--- config.mk ---
export PLATFORM = sky130hd
export DESIGN_NAME = remote_word_bridge
export DESIGN_NICKNAME = d
export VERILOG_FILES = /design/src/rtl/rbr_pkg.sv /design/src/rtl/rbr_window_decode.sv /design/src/rtl/rbr_post_slot.sv /design/src/rtl/rbr_link_seq.sv /design/src/rtl/remote_word_bridge.sv
export SDC_FILE = /design/constraint.sdc
export NUM_CORES = 1
export LEC_CHECK = 0
export BUFFER_PORTS_ARGS = -buffer_cell sky130_fd_sc_hd__buf_2
export CORE_ASPECT_RATIO = 1.5
export CORE_MARGIN = 4
export CORE_UTILIZATION = 50
export DETAILED_ROUTE_END_ITERATION = 10
export PLACE_DENSITY_LB_ADDON = 0.08
export SLEW_MARGIN = 20
export SYNTH_ARGS = -nofsm -noshare
export SYNTH_HDL_FRONTEND = slang
export SYNTH_SLANG_ARGS = --single-unit
--- constraint.sdc ---
create_clock -name clk -period 2.5 [get_ports clk]
set_input_delay 0 -clock clk [delete_from_list [all_inputs] [get_ports clk]]
set_output_delay 0 -clock clk [all_outputs]
set_load 0.01 [all_outputs]
--- src/rtl/rbr_pkg.sv ---
`timescale 1ns/1ps
package rbr_pkg;
    localparam int ADDR_W     = 32;
    localparam int DATA_W     = 32;
    localparam int SPACE_BITS = 11;
    localparam int WORD_BITS  = SPACE_BITS - 2;

    typedef logic [WORD_BITS-1:0] word_idx_t;
    typedef logic [DATA_W-1:0]    data_t;

    typedef struct packed {
        logic      write;
        word_idx_t word;
        data_t     data;
    } link_req_t;

    typedef enum logic [2:0] {
        SEQ_IDLE,
        SEQ_WR_REQ,
        SEQ_WR_WAIT,
        SEQ_RD_REQ,
        SEQ_RD_WAIT,
        SEQ_RD_DONE
    } seq_state_e;

    function automatic word_idx_t word_of(input logic [ADDR_W-1:0] addr);
        return addr[SPACE_BITS-1:2];
    endfunction

    function automatic link_req_t make_req(input logic wr, input word_idx_t w, input data_t d);
        link_req_t r;
        r.write = wr;
        r.word  = w;
        r.data  = d;
        return r;
    endfunction
endpackage

--- src/rtl/rbr_window_decode.sv ---
`timescale 1ns/1ps
module rbr_window_decode
    import rbr_pkg::*;
#(
    parameter logic [ADDR_W-1:0] WIN_BASE = 32'h1FC0_0000,
    parameter int                WIN_LSB  = 20
) (
    input  logic [ADDR_W-1:0] addr,
    output logic              hit,
    output word_idx_t         word
);
    localparam int TAG_W = ADDR_W - WIN_LSB;
    localparam logic [TAG_W-1:0] TAG = WIN_BASE[ADDR_W-1:WIN_LSB];

    logic unused_mirror_bits;

    assign hit  = (addr[ADDR_W-1:WIN_LSB] == TAG);
    assign word = word_of(addr);
    assign unused_mirror_bits = ^{addr[WIN_LSB-1:SPACE_BITS], addr[1:0]};
endmodule

--- src/rtl/rbr_post_slot.sv ---
`timescale 1ns/1ps
module rbr_post_slot
    import rbr_pkg::*;
(
    input  logic      clk,
    input  logic      rst,
    input  logic      load,
    input  link_req_t load_req,
    input  logic      release_slot,
    output logic      full,
    output link_req_t held
);
    always_ff @(posedge clk) begin
        if (rst) begin
            full <= 1'b0;
            held <= '0;
        end else if (load) begin
            full <= 1'b1;
            held <= load_req;
        end else if (release_slot) begin
            full <= 1'b0;
        end
    end
endmodule

--- src/rtl/rbr_link_seq.sv ---
`timescale 1ns/1ps
module rbr_link_seq
    import rbr_pkg::*;
(
    input  logic      clk,
    input  logic      rst,
    input  logic      slot_full,
    input  link_req_t slot_req,
    input  logic      rd_pending,
    input  word_idx_t rd_word,
    input  logic      link_ready,
    input  logic      link_done,
    input  data_t     link_rdata,
    output logic      link_valid,
    output link_req_t link_req,
    output logic      wr_complete,
    output logic      rd_ready,
    output data_t     rd_data,
    output logic      on_link_wr
);
    seq_state_e state, state_nx;
    word_idx_t  rd_word_q;
    data_t      rd_data_q;

    always_comb begin
        state_nx = state;
        case (state)
            SEQ_IDLE: begin
                if (slot_full)       state_nx = SEQ_WR_REQ;
                else if (rd_pending) state_nx = SEQ_RD_REQ;
            end
            SEQ_WR_REQ:  if (link_ready) state_nx = SEQ_WR_WAIT;
            SEQ_WR_WAIT: if (link_done)  state_nx = SEQ_IDLE;
            SEQ_RD_REQ:  if (link_ready) state_nx = SEQ_RD_WAIT;
            SEQ_RD_WAIT: if (link_done)  state_nx = SEQ_RD_DONE;
            SEQ_RD_DONE: state_nx = SEQ_IDLE;
            default:     state_nx = SEQ_IDLE;
        endcase
    end

    always_ff @(posedge clk) begin
        if (rst) begin
            state     <= SEQ_IDLE;
            rd_word_q <= '0;
            rd_data_q <= '0;
        end else begin
            state <= state_nx;
            if (state == SEQ_IDLE && !slot_full && rd_pending)
                rd_word_q <= rd_word;
            if (state == SEQ_RD_WAIT && link_done)
                rd_data_q <= link_rdata;
        end
    end

    always_comb begin
        link_valid  = 1'b0;
        link_req    = '0;
        wr_complete = 1'b0;
        rd_ready    = 1'b0;
        on_link_wr  = 1'b0;
        case (state)
            SEQ_WR_REQ: begin
                link_valid = 1'b1;
                link_req   = make_req(1'b1, slot_req.word, slot_req.data);
                on_link_wr = 1'b1;
            end
            SEQ_WR_WAIT: begin
                on_link_wr  = 1'b1;
                wr_complete = link_done;
            end
            SEQ_RD_REQ: begin
                link_valid = 1'b1;
                link_req   = make_req(1'b0, rd_word_q, '0);
            end
            SEQ_RD_DONE: rd_ready = 1'b1;
            default: ;
        endcase
    end

    assign rd_data = rd_data_q;
endmodule

--- src/rtl/remote_word_bridge.sv ---
`timescale 1ns/1ps
module remote_word_bridge
    import rbr_pkg::*;
#(
    parameter logic [ADDR_W-1:0] WIN_BASE = 32'h1FC0_0000,
    parameter int                WIN_LSB  = 20
) (
    input  logic              clk,
    input  logic              rst,
    input  logic              cpu_valid,
    input  logic              cpu_write,
    input  logic [ADDR_W-1:0] cpu_addr,
    input  logic [DATA_W-1:0] cpu_wdata,
    output logic              cpu_claim,
    output logic              cpu_ready,
    output logic [DATA_W-1:0] cpu_rdata,
    output logic              link_valid,
    output logic              link_write,
    output logic [WORD_BITS-1:0] link_word,
    output logic [DATA_W-1:0] link_wdata,
    input  logic              link_ready,
    input  logic              link_done,
    input  logic [DATA_W-1:0] link_rdata,
    output logic              dma_busy,
    output logic              io_busy,
    output logic              wr_irq
);
    logic      hit;
    word_idx_t acc_word;
    logic      slot_full;
    link_req_t slot_req;
    logic      wr_accept;
    logic      rd_pending;
    logic      wr_complete;
    logic      rd_ready;
    data_t     rd_data;
    link_req_t link_req;
    logic      irq_q;

    rbr_window_decode #(.WIN_BASE(WIN_BASE), .WIN_LSB(WIN_LSB)) u_dec (
        .addr (cpu_addr),
        .hit  (hit),
        .word (acc_word)
    );

    assign cpu_claim  = cpu_valid & hit;
    assign wr_accept  = cpu_claim & cpu_write & ~slot_full;
    assign rd_pending = cpu_claim & ~cpu_write;

    rbr_post_slot u_slot (
        .clk          (clk),
        .rst          (rst),
        .load         (wr_accept),
        .load_req     (make_req(1'b1, acc_word, cpu_wdata)),
        .release_slot (wr_complete),
        .full         (slot_full),
        .held         (slot_req)
    );

    rbr_link_seq u_seq (
        .clk         (clk),
        .rst         (rst),
        .slot_full   (slot_full),
        .slot_req    (slot_req),
        .rd_pending  (rd_pending),
        .rd_word     (acc_word),
        .link_ready  (link_ready),
        .link_done   (link_done),
        .link_rdata  (link_rdata),
        .link_valid  (link_valid),
        .link_req    (link_req),
        .wr_complete (wr_complete),
        .rd_ready    (rd_ready),
        .rd_data     (rd_data),
        .on_link_wr  (io_busy)
    );

    always_ff @(posedge clk) begin
        if (rst) irq_q <= 1'b0;
        else     irq_q <= wr_complete;
    end

    assign cpu_ready  = cpu_claim & (cpu_write ? ~slot_full : rd_ready);
    assign cpu_rdata  = rd_data;
    assign link_write = link_req.write;
    assign link_word  = link_req.word;
    assign link_wdata = link_req.data;
    assign dma_busy   = slot_full;
    assign wr_irq     = irq_q;
endmodule

== After elaboration in Yosys (flattened, before gate mapping) ==
Cells that the tools add are included.
W data, S select, Z words.
Storage, ports and cells
  register bits after elaboration: 87
  bits of input ports: 102
  output and inout port bits: 80
  word-level logic and storage cells: 49
Cells by class
  equality and inequality tests: 11
  multiplexer cells: 15
  bitwise logic cells: 7
  reductions and logical operators: 9
Operators by type and width (count)
  $pmux W42 S2: 1
  $mux W3: 6
  $pmux W3 S5: 1
  $eq A12 B9 Y1 const B: 1
  $ne A2 B2 Y1 const B: 4
  $mux W1: 7
  $eq A3 B2 Y1 const B: 2
  $eq A3 B3 Y1 const B: 2
  $and A1 B1 Y1: 5
  $reduce_and A5 Y1: 1
  $reduce_or A2 Y1: 2
  $eq A3 B1 Y1 const B: 1
  $logic_and A1 B1 Y1: 3
  $logic_not A3 Y1: 1
  $ne A3 B2 Y1 const B: 1
  $not A1 Y1: 2
  $reduce_bool A2 Y1: 1
  $logic_not A1 Y1: 1

== Longest topological paths before layout ==
  depth in word-level cells: 6
  depth in mapped cells: 7
  gate-level depth less buffers: 5

== Cells and area by module ==
From an unflattened synthesis, not the netlist that was laid out.
Unflattened totals
  cell total of the unflattened synthesis: 425
  area, all modules: 3826.2 µm²
Modules (own cells, without submodules)
  rbr_link_seq: times used 1, cells an instance 262, area each 2084.5 µm²
  rbr_post_slot: times used 1, cells an instance 140, area each 1566.5 µm²
  rbr_window_decode: times used 1, cells an instance 13, area each 108.9 µm²
  remote_word_bridge: times used 1, cells an instance 10, area each 66.3 µm²

== Worst setup path after synthesis ==
Ideal clock, no wire load.
  path kind: flip-flop to flip-flop
  start: register u_seq.state[1]
  end: register u_seq.rd_data_q[27], in the netlist u_seq.rd_data[27]
  library setup time: 0.132 ns
  data arrival time: 1.130 ns
  data required time: 2.368 ns
  path slack: 1.238 ns
  cell stages (with the launch flop): 8
  buffers on the path: 3
  period minus slack after synthesis: 1.262 ns
  cells stage by stage: dfxtp_1 -> buf_2 -> and2b_1 -> and2_1 -> buf_4 -> buf_6 -> nand2_1 -> a21oi_1
Between the ends
  cells in the longest elaborated chain, start to end: 2
RTL lines
  start, declared: RTL line rbr_link_seq.sv:21  | seq_state_e state, state_nx;
  start signal, assigned: RTL line rbr_link_seq.sv:47  | state <= state_nx;
  $eq A3 B3 Y1: RTL line rbr_link_seq.sv:50  | if (state == SEQ_RD_WAIT && link_done)
  $logic_and A1 B1 Y1: RTL line rbr_link_seq.sv:50
  end signal, assigned: RTL line rbr_link_seq.sv:51  | rd_data_q <= link_rdata;
  end, declared: RTL line rbr_link_seq.sv:23  | data_t rd_data_q;
No other way between the ends.
A chain may end at the register's enable or synchronous reset.

== Worst setup path in the final report ==
  start: register u_seq.state[2]
  end: register u_seq.rd_data_q[31], in the netlist u_seq.rd_data[31]
Same word-level chain as after synthesis.

==> impl_metrics.env <==
export IMPL_outcome="complete, no violations"
export IMPL_via_count=4127
export IMPL_dr_pass1_iters=4
export IMPL_drt_iter0_markers=205
export IMPL_ys_flop_type="dfxtp_1"
export IMPL_multi_input_area_mm2=0.00177
export IMPL_netlist_area_leader_share=0.465
export IMPL_route_detailed_drc=0
export IMPL_yosysUniqueCellTypes=31
export IMPL_powerDensity_mw_per_mm2=461
export IMPL_grt_max_degree=52
export IMPL_setup_worst_path_end="u_seq.rd_data[31]$_SDFFE_PP0P_"
export IMPL_max_freq_ghz=0.521
export IMPL_netlist_top_cells_area="dfxtp_1 (47%), a21oi_1 (11%), nand2_1 (6.7%), nand3_1 (6.7%), o21ai_0 (5.6%)"
export IMPL_slowest_stage="nand2_1"
export IMPL_synth_area_mm2=0.00374
export IMPL_pre_cts_ws_ps=588
export IMPL_timing_rr_end="u_seq.rd_data[31]$_SDFFE_PP0P_"
export IMPL_place_congestion=0.814
export IMPL_worstSetupStartpoint="u_seq.state[2]$_SDFFE_PP0P_"
export IMPL_die_y_um=114
export IMPL_start_kind="register"
export IMPL_cap_violations=0
export IMPL_clockBufferDepth=2
export IMPL_num_rows=38
export IMPL_cts_sinks=87
export IMPL_finalWirelength_mm=11.2
export IMPL_reg2reg_slack_ps=580
export IMPL_crit_chain="and2b_1 > nand2_1 > nand2_1 > a21oi_1"
export IMPL_final_cell_mix="buf_2 (170), dfxtp_1 (87), a21oi_1 (84), dlygate4sd3_1 (74), nand2_1 (67)"
export IMPL_post_cts_setup_buffer_count=0
export IMPL_ant_nets=0
export IMPL_cts_made_buffers=9
export IMPL_place_area_mm2=0.00458
export IMPL_regArea_mm2=0.00174
export IMPL_worst_slew_pin_slew_ps=1040
export IMPL_cts_root_buf="clkbuf_8"
export IMPL_track_usage=0.254
export IMPL_ios=182
export IMPL_n_antenna_cell=0
export IMPL_synth_nets=572
export IMPL_worst_clock_skew_ps=6.55
export IMPL_slew_headroom=0.307
export IMPL_path_class="reg -> reg"
export IMPL_grt_overflow=0
export IMPL_num_fill_cells=564
export IMPL_reg2regPathDepth=4
export IMPL_cp_max_fo=32
export IMPL_tns_ps=0
export IMPL_initial_core_util=0.515
export IMPL_fin_nets=792
export IMPL_p_leak_nw=2.35
export IMPL_via_per_inst=5.20
export IMPL_fp_dieW_um=78.7
export IMPL_cts_reportedPaths_clkPinSlew_ps=80
export IMPL_numPlacedInstances=705
export IMPL_crit_required_ps=2690
export IMPL_final_layout_size_suffix_gt1_frac=0.287
export IMPL_hold_viol=0
export IMPL_maxSlewViolCount=0
export IMPL_synthCells=470
export IMPL_fin_hold_ws_ps=65.5
export IMPL_critPathCaptureType="register"
export IMPL_worstPathArrival_ps=2110
export IMPL_insertion_delay_ps=350
export IMPL_htree_levels=3
export IMPL_area_delta_synth_final_pct=46.4
export IMPL_cts_tree="built"
export IMPL_layout_setup_ws_ps=582
export IMPL_final_common_cell="buf_2"
export IMPL_vdd_drop_max_v=0.000340
export IMPL_design_area_mm2=0.00548
export IMPL_fin_cells=793
export IMPL_yosysTopAreaCell="dfxtp_1"
export IMPL_synth_area_per_cell_um2=7.97
export IMPL_finalCritPeriodShare=0.767
export IMPL_synth_seq_cells=87
export IMPL_grt_pass1_vias=4167
export IMPL_coreArea_mm2=0.00727
export IMPL_setup_viol=0
export IMPL_wire_per_inst_um=14.2
export IMPL_hold_path_class="in -> reg"
export IMPL_io_buffers=170
export IMPL_synth_edf_count=0
export IMPL_rsz0062_at_grt="false"
export IMPL_crit_top_cell="nand2_1"
export IMPL_yosysWarnings=0
export IMPL_dp_hpwl_mm=6.61
export IMPL_min_period_ps=1920
export IMPL_r2r_start="u_seq.state[2]$_SDFFE_PP0P_"
export IMPL_antenna_found_initial=0
export IMPL_dieArea_mm2=0.00896
export IMPL_grt_first_pass_wirelength_mm=18.5
export IMPL_async_flop_share=0
export IMPL_seq_area_frac_synth=0.465
export IMPL_critPathMaxStageDelay_ps=610
==> sequential cells by signal, summed over array words and instances, names as in the netlist <==
| register | flops |
|---|---|
| u_slot.held | 41 |
| u_seq.rd_data | 32 |
| u_seq.rd_word_q | 9 |
| u_seq.state | 3 |
| u_slot.full | 1 |
| wr_irq | 1 |
==> worst max-delay path, delay by kind of cell (launching register included) <==
kind / cells / cell delay, ps
AND/OR/NAND/NOR: 3 / 1140
AO/OA/AOI/OAI: 1 / 90
flip-flops: 1 / 530
==> routing by layer <==
layer | GRT usage | vias up | routed length [µm]
li1 | - | 2035 | -
met1 | 0.282 | 1922 | 4390
met2 | 0.442 | 137 | 5730
met3 | 0.0632 | 33 | 743
met4 | 0.130 | 0 | 372
met5 | 0 | - | 0
==> repair_timing <==
item | in CTS | in global routing
gates resized for setup | 0 | 0
hold endpoints to repair | 83 | 0
setup endpoints to repair | 0 | 0
hold buffers | 74 | 0
==> cell usage after synthesis, drive strengths merged, types with 2 or more instances <==
library cell / n
nor2: 18
nand3b: 3
nand2b: 3
nand3: 50
nand2: 67
clkbuf: 23
nor2b: 4
buf: 21
dfxtp: 87
mux2i: 10
o21ai: 52
a21oi: 84
o31ai: 2
and2: 33
==> stage by stage <==
stage | utilization | power, mW
global placement | 0.629 | 1.62
CTS | 0.753 | 2.55
floorplan | - | 1.52
detailed placement | 0.629 | 1.62
finish | 0.753 | 2.53
global route | 0.753 | 2.63
==> cell type report <==
cell class              count  share of cell area
multi-input cells         337               0.323
flip-flops and latches     87               0.318
repair buffers            253               0.305
clock buffers              13              0.0290
well taps                 100              0.0228
inverters                   2             0.00160
clock inverters             1            0.000913
==> kinds of logic after synthesis <==
kind of cell / count (synthesis) / share of synthesized area
mux: 10 / 0.0267
simple gates: 186 / 0.248
buf+inv: 46 / 0.0642
xor+xnor: 1 / 0.00234
compound gates: 140 / 0.193
flops: 87 / 0.465
==> worst min path at each step <==
stage | slack [ps] | to | cells after the start | startpoint
after floorplan | 140 | u_seq.rd_data[0]$_SDFFE_PP0P_ | 2 | link_rdata[0]
after CTS | 50 | wr_irq$_SDFF_PP0_ | 4 | link_done
final | 70 | u_seq.rd_word_q[8]$_SDFFE_PP0P_ | 4 | cpu_write
after detailed placement | 250 | u_seq.rd_data[22]$_SDFFE_PP0P_ | 3 | link_rdata[22]
after global routing | 80 | u_seq.rd_word_q[8]$_SDFFE_PP0P_ | 4 | cpu_write
after global placement | 240 | u_seq.rd_data[19]$_SDFFE_PP0P_ | 3 | link_rdata[19]
==> report_power, final <==
part	switching [mW]	internal (mW)
combinational	0.134	0.160
clock	0.440	0.404
sequential	0.00243	1.39
Power figures use the tool's default switching activity.
